$ cat src/rtl/idec_pkg.sv
package idec_pkg;

  typedef enum logic [3:0] {
    OPC_NOP      = 4'd0,
    OPC_ALU_REG  = 4'd1,
    OPC_ALU_LIT  = 4'd2,
    OPC_BIT_CLR  = 4'd3,
    OPC_BIT_SET  = 4'd4,
    OPC_BIT_TEST = 4'd5,
    OPC_JUMP     = 4'd6,
    OPC_CALL     = 4'd7,
    OPC_RET      = 4'd8,
    OPC_RET_PAGE = 4'd9,
    OPC_PAGE_SET = 4'd10,
    OPC_SYS      = 4'd11
  } op_class_e;

  typedef enum logic [2:0] {
    SKC_NONE  = 3'd0,
    SKC_ZERO  = 3'd1,
    SKC_NZERO = 3'd2,
    SKC_BSET  = 3'd3,
    SKC_BCLR  = 3'd4
  } skip_cond_e;

  // Skip decision from the condition kind and the datapath observations.
  function automatic logic skip_hit(input skip_cond_e kind, input logic zero,
                                    input logic [7:0] fbyte, input logic [2:0] bn);
    logic bitv;
    bitv = fbyte[bn];
    case (kind)
      SKC_ZERO:  skip_hit = zero;
      SKC_NZERO: skip_hit = !zero;
      SKC_BSET:  skip_hit = bitv;
      SKC_BCLR:  skip_hit = !bitv;
      default:   skip_hit = 1'b0;
    endcase
  endfunction

endpackage

$ cat src/rtl/idec_decode.sv
module idec_decode
  import idec_pkg::*;
#(
  parameter int PAGE_W = 3,
  parameter int OFFS_W = 13
) (
  input  logic [15:0]              insn,
  input  logic                     kill,
  input  logic [PAGE_W-1:0]        page,
  output op_class_e                op_class,
  output skip_cond_e               skip_kind,
  output logic [5:0]               alu_op,
  output logic                     dest_file,
  output logic [8:0]               reg_addr,
  output logic [2:0]               bit_num,
  output logic [3:0]               lit_op,
  output logic [7:0]               literal,
  output logic [PAGE_W+OFFS_W-1:0] target,
  output logic [PAGE_W-1:0]        page_val
);
  logic [2:0] f_op3;
  logic [3:0] f_op4;
  logic [5:0] f_op6;
  logic       special_grp;

  assign f_op3       = insn[15:13];
  assign f_op4       = insn[15:12];
  assign f_op6       = insn[15:10];
  assign special_grp = (insn[15:9] == 7'd0);

  assign alu_op    = f_op6;
  assign dest_file = insn[9];
  assign reg_addr  = insn[8:0];
  assign bit_num   = insn[11:9];
  assign lit_op    = insn[11:8];
  assign literal   = insn[7:0];
  assign target    = {page, insn[OFFS_W-1:0]};
  assign page_val  = insn[PAGE_W-1:0];

  op_class_e  cls_raw;
  skip_cond_e sk_raw;

  always_comb begin
    cls_raw = OPC_ALU_REG;
    sk_raw  = SKC_NONE;
    if (f_op3 == 3'b110) begin
      cls_raw = OPC_CALL;
    end else if (f_op3 == 3'b111) begin
      cls_raw = OPC_JUMP;
    end else if (f_op4 == 4'h7) begin
      cls_raw = OPC_ALU_LIT;
      case (insn[11:8])
        4'h8: cls_raw = OPC_RET_PAGE;
        4'h7: sk_raw  = SKC_ZERO;
        4'h6: sk_raw  = SKC_NZERO;
        default: ;
      endcase
    end else if (f_op4[3:2] == 2'b10) begin
      case (f_op4[1:0])
        2'd0: cls_raw = OPC_BIT_CLR;
        2'd1: cls_raw = OPC_BIT_SET;
        2'd2: begin cls_raw = OPC_BIT_TEST; sk_raw = SKC_BCLR; end
        default: begin cls_raw = OPC_BIT_TEST; sk_raw = SKC_BSET; end
      endcase
    end else if (special_grp) begin
      if (insn[8:0] == 9'd0)       cls_raw = OPC_NOP;
      else if (insn[8:0] == 9'd2)  cls_raw = OPC_RET;
      else if (insn[8:0] == 9'd7)  cls_raw = OPC_RET_PAGE;
      else if (insn[8:3] == 6'd2)  cls_raw = OPC_PAGE_SET;
      else                         cls_raw = OPC_SYS;
    end else begin
      case (f_op6)
        6'h10:        sk_raw = insn[9] ? SKC_ZERO : SKC_NZERO;
        6'h0B, 6'h0F: sk_raw = SKC_ZERO;
        6'h13, 6'h16: sk_raw = SKC_NZERO;
        default: ;
      endcase
    end
  end

  assign op_class  = kill ? OPC_NOP  : cls_raw;
  assign skip_kind = kill ? SKC_NONE : sk_raw;
endmodule

$ cat src/rtl/idec_skip.sv
module idec_skip
  import idec_pkg::*;
(
  input  logic       clk,
  input  logic       rst_n,
  input  logic       valid,
  input  skip_cond_e skip_kind,
  input  logic       alu_zero,
  input  logic [7:0] file_byte,
  input  logic [2:0] bit_num,
  output logic       skip_next,
  output logic       squash
);
  logic pend_q;

  assign skip_next = valid && skip_hit(skip_kind, alu_zero, file_byte, bit_num);
  assign squash    = pend_q;

  always_ff @(posedge clk or negedge rst_n) begin
    if (!rst_n)     pend_q <= 1'b0;
    else if (valid) pend_q <= skip_next;
  end
endmodule

$ cat src/rtl/idec_pc.sv
module idec_pc
  import idec_pkg::*;
#(
  parameter int PAGE_W = 3,
  parameter int OFFS_W = 13
) (
  input  logic                     clk,
  input  logic                     rst_n,
  input  logic                     valid,
  input  op_class_e                op_class,
  input  logic [PAGE_W+OFFS_W-1:0] target,
  input  logic [PAGE_W+OFFS_W-1:0] ret_addr,
  input  logic [PAGE_W-1:0]        page_val,
  output logic [PAGE_W+OFFS_W-1:0] pc,
  output logic [PAGE_W-1:0]        page
);
  localparam int PC_W = PAGE_W + OFFS_W;

  logic [PC_W-1:0]   pc_q, pc_d;
  logic [PAGE_W-1:0] page_q, page_d;

  always_comb begin
    pc_d   = pc_q + PC_W'(1);
    page_d = page_q;
    case (op_class)
      OPC_JUMP, OPC_CALL: pc_d = target;
      OPC_RET:            pc_d = ret_addr;
      OPC_RET_PAGE: begin
        pc_d   = ret_addr;
        page_d = ret_addr[PC_W-1:OFFS_W];
      end
      OPC_PAGE_SET:       page_d = page_val;
      default: ;
    endcase
  end

  always_ff @(posedge clk or negedge rst_n) begin
    if (!rst_n) begin
      pc_q   <= '0;
      page_q <= '0;
    end else if (valid) begin
      pc_q   <= pc_d;
      page_q <= page_d;
    end
  end

  assign pc   = pc_q;
  assign page = page_q;
endmodule

$ cat src/rtl/instr_skip_decoder.sv
module instr_skip_decoder
  import idec_pkg::*;
#(
  parameter int PAGE_W = 3,
  parameter int OFFS_W = 13
) (
  input  logic                     clk,
  input  logic                     rst_n,
  input  logic                     insn_valid,
  input  logic [15:0]              insn,
  input  logic                     alu_zero,
  input  logic [7:0]               file_byte,
  input  logic [PAGE_W+OFFS_W-1:0] ret_addr,
  output logic [3:0]               op_class,
  output logic [5:0]               alu_op,
  output logic                     dest_file,
  output logic [8:0]               reg_addr,
  output logic [2:0]               bit_num,
  output logic [3:0]               lit_op,
  output logic [7:0]               literal,
  output logic [PAGE_W+OFFS_W-1:0] target,
  output logic                     skip_next,
  output logic                     squash,
  output logic [PAGE_W+OFFS_W-1:0] pc,
  output logic [PAGE_W-1:0]        page
);
  op_class_e         cls;
  skip_cond_e        skind;
  logic [PAGE_W-1:0] page_val;

  idec_decode #(.PAGE_W(PAGE_W), .OFFS_W(OFFS_W)) u_dec (
    .insn      (insn),
    .kill      (squash),
    .page      (page),
    .op_class  (cls),
    .skip_kind (skind),
    .alu_op    (alu_op),
    .dest_file (dest_file),
    .reg_addr  (reg_addr),
    .bit_num   (bit_num),
    .lit_op    (lit_op),
    .literal   (literal),
    .target    (target),
    .page_val  (page_val)
  );

  idec_skip u_skip (
    .clk       (clk),
    .rst_n     (rst_n),
    .valid     (insn_valid),
    .skip_kind (skind),
    .alu_zero  (alu_zero),
    .file_byte (file_byte),
    .bit_num   (bit_num),
    .skip_next (skip_next),
    .squash    (squash)
  );

  idec_pc #(.PAGE_W(PAGE_W), .OFFS_W(OFFS_W)) u_pc (
    .clk      (clk),
    .rst_n    (rst_n),
    .valid    (insn_valid),
    .op_class (cls),
    .target   (target),
    .ret_addr (ret_addr),
    .page_val (page_val),
    .pc       (pc),
    .page     (page)
  );

  assign op_class = cls;
endmodule

$ cat config.mk
export PLATFORM = sky130hd
export DESIGN_NAME = instr_skip_decoder
export DESIGN_NICKNAME = d
export VERILOG_FILES = /design/src/rtl/idec_pkg.sv /design/src/rtl/idec_decode.sv /design/src/rtl/idec_skip.sv /design/src/rtl/idec_pc.sv /design/src/rtl/instr_skip_decoder.sv
export SDC_FILE = /design/constraint.sdc
export NUM_CORES = 1
export LEC_CHECK = 0
export BUFFER_PORTS_ARGS = -buffer_cell sky130_fd_sc_hd__clkbuf_2
export CAP_MARGIN = 25
export CORE_MARGIN = 2
export CORE_UTILIZATION = 51
export CTS_CLUSTER_DIAMETER = 100
export CTS_CLUSTER_SIZE = 14
export DETAILED_ROUTE_END_ITERATION = 7
export PLACE_DENSITY = 0.88
export SYNTH_ARGS = -nofsm -noshare
export SYNTH_HDL_FRONTEND = slang
export SYNTH_SLANG_ARGS = --single-unit
$ cat constraint.sdc
create_clock -name clk -period 5.1 [get_ports clk]
set_input_delay 0.51 -clock clk [delete_from_list [all_inputs] [get_ports clk]]
set_output_delay 0.51 -clock clk [all_outputs]
set_load 0.005 [all_outputs]
# Word level (Yosys, flattened, before mapping)
# Index checks and enable logic that the tools add are counted.
dict set report word_totals {
  ff_bits 20
  output_inout_bits 72
  wordCells 71
}
dict set report classes {
  add_sub_neg 1
  order_cmp 1
  eq_ne 26
  n_mux 27
  reduce_logical 13
}
# cell n
set op_table {}
lappend op_table {{4-bit two-way mux} 10}
lappend op_table {{16-bit case mux with 2 select lines} 1}
lappend op_table {{4-bit by 3-bit equality test with 1-bit output, second input constant} 5}
lappend op_table {{6-bit by 5-bit equality test with 1-bit output, second input constant} 3}
lappend op_table {{3-bit two-way mux} 6}
lappend op_table {{3-bit case mux with 2 select lines} 3}
lappend op_table {{16-bit by 1-bit adder with 16-bit output, second input constant} 1}
lappend op_table {{4-bit equality test, second input constant} 4}
lappend op_table {{6-bit by 4-bit equality test with 1-bit output, second input constant} 2}
lappend op_table {{2-bit OR reduction} 5}
lappend op_table {{3-bit equality test, second input constant} 3}
lappend op_table {{9-bit by 2-bit equality test with 1-bit output, second input constant} 1}
lappend op_table {{9-bit by 3-bit equality test with 1-bit output, second input constant} 1}
lappend op_table {{9-bit logical NOT} 1}
lappend op_table {{3-bit case mux with 3 select lines} 1}
lappend op_table {{7-bit logical NOT} 1}
lappend op_table {{3-bit by 2-bit equality test with 1-bit output, second input constant} 2}
lappend op_table {{6-bit by 2-bit equality test with 1-bit output, second input constant} 1}
lappend op_table {{2-bit equality test, second input constant} 2}
lappend op_table {{3-bit by 4-bit less-than comparator with 1-bit output, second input constant} 1}
lappend op_table {{1-bit case mux with 4 select lines} 1}
lappend op_table {{2-bit case mux with 2 select lines} 1}
lappend op_table {{1-bit binary-select mux with 3-bit select} 1}
lappend op_table {{3-bit by 1-bit equality test with 1-bit output, second input constant} 1}
lappend op_table {{other kinds (8)} 10}

# Longest topological paths before layout
dict set report depth {
  depth_word 14
  mapped_depth 8
}

# Cells and area by module
# From an unflattened synthesis, not the netlist that was laid out.
dict set report hier_totals {
  hier_cells 258
  hier_area_um2 2167.1
}
# module instances cells_per_inst area_each_um2 seq_area_each_um2
set by_module_without_submodules {}
lappend by_module_without_submodules {idec_pc 1 141 1295.0 475.5}
lappend by_module_without_submodules {idec_decode 1 101 711.9 0.0}
lappend by_module_without_submodules {idec_skip 1 16 160.2 25.0}

# Worst setup path before layout
# No wires, ideal clock.
dict set report synth_path {
  kind {input to output}
  startpoint {in insn[10]}
  endpoint {out skip_next}
  arrival_ns 1.849
  required_ns 4.590
  path_slack_ns 2.741
  path_stages 6
  path_buffers 1
  path_cell_list {buf_6 or4_1 o21ai_1 a32oi_1 o311a_1 nor2_1}
}
dict set report synth_via {
  elab_chain_cells 12
  elab_cells_between_ends 27
  cone_classes {eq/ne: 11; mux: 11; reduce/logical: 5}
}
# element line_no
set synth_rtl {}
lappend synth_rtl {{start: declaration} instr_skip_decoder.sv:10} ;# input logic [15:0] insn,
lappend synth_rtl {{6-bit by 5-bit equality test with 1-bit output or 6-bit by 4-bit equality test with 1-bit output (tied branches)} idec_decode.sv:72} ;# case (f_op6)
lappend synth_rtl {{2-bit OR reduction} idec_decode.sv:72}
lappend synth_rtl {{3-bit case mux with 3 select lines} idec_decode.sv:72}
lappend synth_rtl {{3-bit two-way mux} idec_decode.sv:65} ;# end else if (special_grp) begin
lappend synth_rtl {{3-bit two-way mux} idec_decode.sv:58} ;# end else if (f_op4[3:2] == 2'b10) begin
lappend synth_rtl {{3-bit two-way mux} idec_decode.sv:50} ;# end else if (f_op4 == 4'h7) begin
lappend synth_rtl {{3-bit two-way mux} idec_decode.sv:48} ;# end else if (f_op3 == 3'b111) begin
lappend synth_rtl {{3-bit two-way mux} idec_decode.sv:46} ;# if (f_op3 == 3'b110) begin
lappend synth_rtl {{3-bit two-way mux} idec_decode.sv:82} ;# assign skip_kind = kill ? SKC_NONE : sk_raw;
lappend synth_rtl {{3-bit equality test (tied with other cells)} idec_pkg.sv:31} ;# case (kind)
lappend synth_rtl {{1-bit case mux with 4 select lines *} idec_pkg.sv:31}
lappend synth_rtl {{1-bit logical AND *} idec_skip.sv:16} ;# assign skip_next = valid && skip_hit(skip_kind, alu_zero, file_byte, bit_num);
lappend synth_rtl {{end: declaration} instr_skip_decoder.sv:22} ;# output logic skip_next,
# Mark *: on every way between the ends. The rest lies on a longest branch, timed or not. The select of a mux whose other input is x is not followed.

# Worst setup path in the final report
# Same ends and word-level chain as after synthesis.

==> Flow_metrics.wiki <==
{| class="wikitable"
! Metric !! Value
|-
| F_max || around 350 MHz
|-
| Sort of element at the start of the critical path || input port
|-
| Net Sw Frac || about two fifths
|-
| Routability-driven placement congestion ratio || between 0.9 and 1
|-
| Clk pwr share || between 10% and 20%
|-
| Setup repair after global routing missed its margin || no
|-
| Count of TritonRoute iterations in the first routing pass || 5
|-
| EDFF count, synth || 0
|-
| Width of the die || 71.95 µm
|-
| Post-route antenna net violation count || 0
|-
| Cell-internal power || between 0.4 and 0.5 mW
|-
| Sequential share of power || 39.1%
|-
| Synth Instances || approximately 290
|-
| Fraction of layout instances using a drive strength above 1 || approximately two fifths
|-
| Run status || complete, no violations
|-
| Post-DR vias/cell || between 6 and 7
|-
| Inserted Clock Buffers || 3
|-
| Final-report max-slew violation count || 0
|-
| Total I/O pin count || ~120
|-
| Overall global routing resource usage || roughly a quarter
|-
| Maximum level of the CTS H-tree || 1
|-
| Effective utilization at floorplan || 53.34%
|-
| Full die area || 0.005177 mm²
|-
| Post-Synthesis Cell Area || roughly 0.0024 mm²
|-
| Clock slew at the register clock pins of the worst setup and hold paths || ~0.080 ns
|-
| Slowest Stage Delay on Critical Path || 0.61 ns
|-
| Worst vdd ir || roughly 0.12 mV
|-
| Clock root buffer master || clkbuf_8
|-
| Clock latency of the later-clocked register in the worst-skew pair || about 0.27 ns
|-
| Slowest-stage cell, CP || mux4_1
|-
| Worst Path Buf+Inv || 2
|-
| Data arrival time of the critical path || between 2 and 2.5 ns
|-
| Required time of the critical path || 4.59 ns
|-
| Clock net sink count || 20
|-
| Total of hold buffers inserted after clock tree synthesis || 0
|-
| Combinational group share of total power || approximately 43%
|-
| Average wire per standard cell || approximately 16 µm
|-
| Post-route DRC violation count || 0
|-
| Nets || 389
|-
| Time the worst path needs with I/O delays and setup || between 2 and 3 ns
|-
| Resized cells post-CTS || 0
|-
| Clock skew || 0.006450 ns
|-
| CTS tree || yes
|-
| Total core area || around 0.0044 mm²
|-
| Wire length of the first global-routing pass || around 10000 µm
|-
| Average size of a mapped cell || between 8 and 9 µm²
|-
| Post-layout total power || about 0.70 mW
|-
| Warnings, synthesis || 0
|-
| Violation count after the first detailed-routing iteration || ~220
|-
| Antenna violations before repair || 0
|-
| Via count of the first global-routing pass || about 2200
|-
| Max cap viols || 0
|-
| Final worst-path cycle share || 56.14%
|-
| Number of post-CTS setup repair buffers || 0
|-
| Layout Area Growth over Synthesis || 9.936%
|-
| Proportion of register bits with asynchronous set or reset after synthesis || 100.0%
|-
| Post-Route Utilization || 58.65%
|-
| Vertical extent of the die || about 70 µm
|-
| Net load switching power || around 0.29 mW
|-
| Number of failing setup endpoints in the final timing report || 0
|-
| Number of port buffers || 115
|-
| #FFs+latches synth || 20
|-
| Critical path type || input port to primary output
|-
| Overall routed net length || ~6500 µm
|-
| Final total negative setup slack || 0 ns
|-
| Worst slew slack as a fraction of its limit || between 60% and 70%
|-
| Unique masters post-synth || 65
|-
| Post-Syn Nets || between 300 and 400
|-
| Critical Path Sink Type || primary output
|-
| Leakage || roughly 1.2 nW
|-
| Largest net degree at the start of global routing || 31
|-
| CP most frequent cell || clkbuf_2
|-
| Vias || ~2400
|-
| Max clock buf depth || 2
|-
| Sequential cell area fraction in the yosys report || roughly a fifth
|-
| Number of fill cells || just over 400
|-
| Count of final hold-check violations || 0
|-
| Number of antenna diodes || 0
|-
| Most used flip-flop cell after synthesis || dfrtp_1
|-
| Cell area power density || 268.8 mW/mm²
|-
| Largest driver fanout on the critical path || 16
|-
| Overall overflow remaining after global route || 0
|-
| Worst path cell trace || clkbuf_2 > mux4_1 > mux2i_1 > or2_1 > a2bb2oi_1 > o311a_1 > nor2_1 > clkbuf_2
|-
| Slew at the pin closest to its max-slew limit || 0.5936 ns
|-
| Half-perimeter wire length after placement || roughly 5000 µm
|-
| Top Family by Delay on Critical Path || multiplexers
|-
| Row Count || 24
|-
| Worst hold path class || input port to async pin
|}
## power groups by stage
stage | clock (mW) | combinational (mW) | sequential, mW
2_1_floorplan | 0 | 0.204 | 0.259
3_3_place_gp | 0 | 0.285 | 0.267
3_5_place_dp | 0 | 0.294 | 0.271
4_1_cts | 0.128 | 0.295 | 0.268
5_1_grt | 0.133 | 0.328 | 0.279
6_report | 0.128 | 0.296 | 0.272
## cell families after synthesis
kind of cell	share of synthesized area, %
xor+xnor	0.3720
mux	3.773
flops	21.25
fa+ha+maj	0.5313
compound gates	26.20
simple gates	25.82
buf+inv	22.05
## routing by layer
| layer | vias up | routed length (µm) | share of wire, % | GRT usage [%] |
|---|---|---|---|---|
| met2 | 130 | 3143 | 49 | 39.09 |
| li1 | 1133 | - | - | - |
| met4 | 0 | 117 | 1.8 | 11.11 |
| met5 | - | 0 | 0 | 0 |
| met1 | 1116 | 2728 | 42 | 34.09 |
| met3 | 10 | 470 | 7.3 | 3.056 |
## registers in the layout, indices dropped and copies added, names as in the netlist
signal and cells:
u_skip.squash 1, u_pc.page 3, u_pc.pc 16
## cell type report
cell class	count	area [µm²]	area share (%)
well taps	52	65.06	2.513
clock buffers	4	55.05	2.127
inverters	12	45.04	1.740
flip-flops and latches	20	500.5	19.33
multi-input cells	191	1340	51.76
repair buffers	116	583.1	22.52
## Yosys cell counts (4+ instances only)
cell | number | area, µm²
buf_4 | 53 | 397.9
nand2_1 | 21 | 78.83
dfrtp_1 | 20 | 500.5
nor2_1 | 19 | 71.32
inv_1 | 11 | 41.29
nand3_1 | 10 | 50.05
nor3_1 | 10 | 50.05
o21ai_1 | 10 | 50.05
a22o_1 | 7 | 61.31
a31oi_1 | 7 | 43.79
a21oi_1 | 6 | 30.03
a32oi_1 | 6 | 52.55
and2_1 | 5 | 31.28
and3_1 | 5 | 31.28
a2bb2oi_1 | 4 | 35.03
mux2i_1 | 4 | 40.04
nor4_1 | 4 | 25.02
o21ai_0 | 4 | 20.02
## layout by cell type, fill, tap and decap left out, types with 4 or more instances in the layout
cell	count
a2bb2oi_1	4
o21ai_0	4
o21ai_1	10
inv_1	11
a31oi_1	7
nor4_1	4
clkbuf_8	4
nor2_1	19
clkbuf_2	115
and3_1	5
nor3_1	9
nand2_1	21
a22o_1	7
and2_1	5
mux2i_1	4
a21oi_1	6
a32oi_1	6
dfrtp_1	20
nand3_1	10
## worst paths after layout
kind                        startpoint     endpoint  slack (ns)  depth (start not counted)
min reg2reg                u_pc.pc[15]  u_pc.pc[15]        0.54                          1
max reg2reg                 u_pc.pc[1]  u_pc.pc[12]        2.94                          7
min in group clk           ret_addr[1]   u_pc.pc[1]        0.53                          3
min                              rst_n   u_pc.pc[3]        0.20                          1
max in group asynchronous        rst_n   u_pc.pc[1]        4.54                          1
max                           insn[10]    skip_next        2.24                          8
## stage by stage
step           instance area, µm²  hold WS (ns)  cells  setup WS [ns]
6_report                     2589        0.1954    395          2.237
4_1_cts                      2589        0.2231    395          2.253
2_1_floorplan                2355        0.2144    286          2.741
3_3_place_gp                 2534        0.4992    391          2.317
3_5_place_dp                 2534        0.5132    391          2.249
5_1_grt                      2589        0.2341    395          2.096
Note: power is estimated with default switching activity, not from simulation.
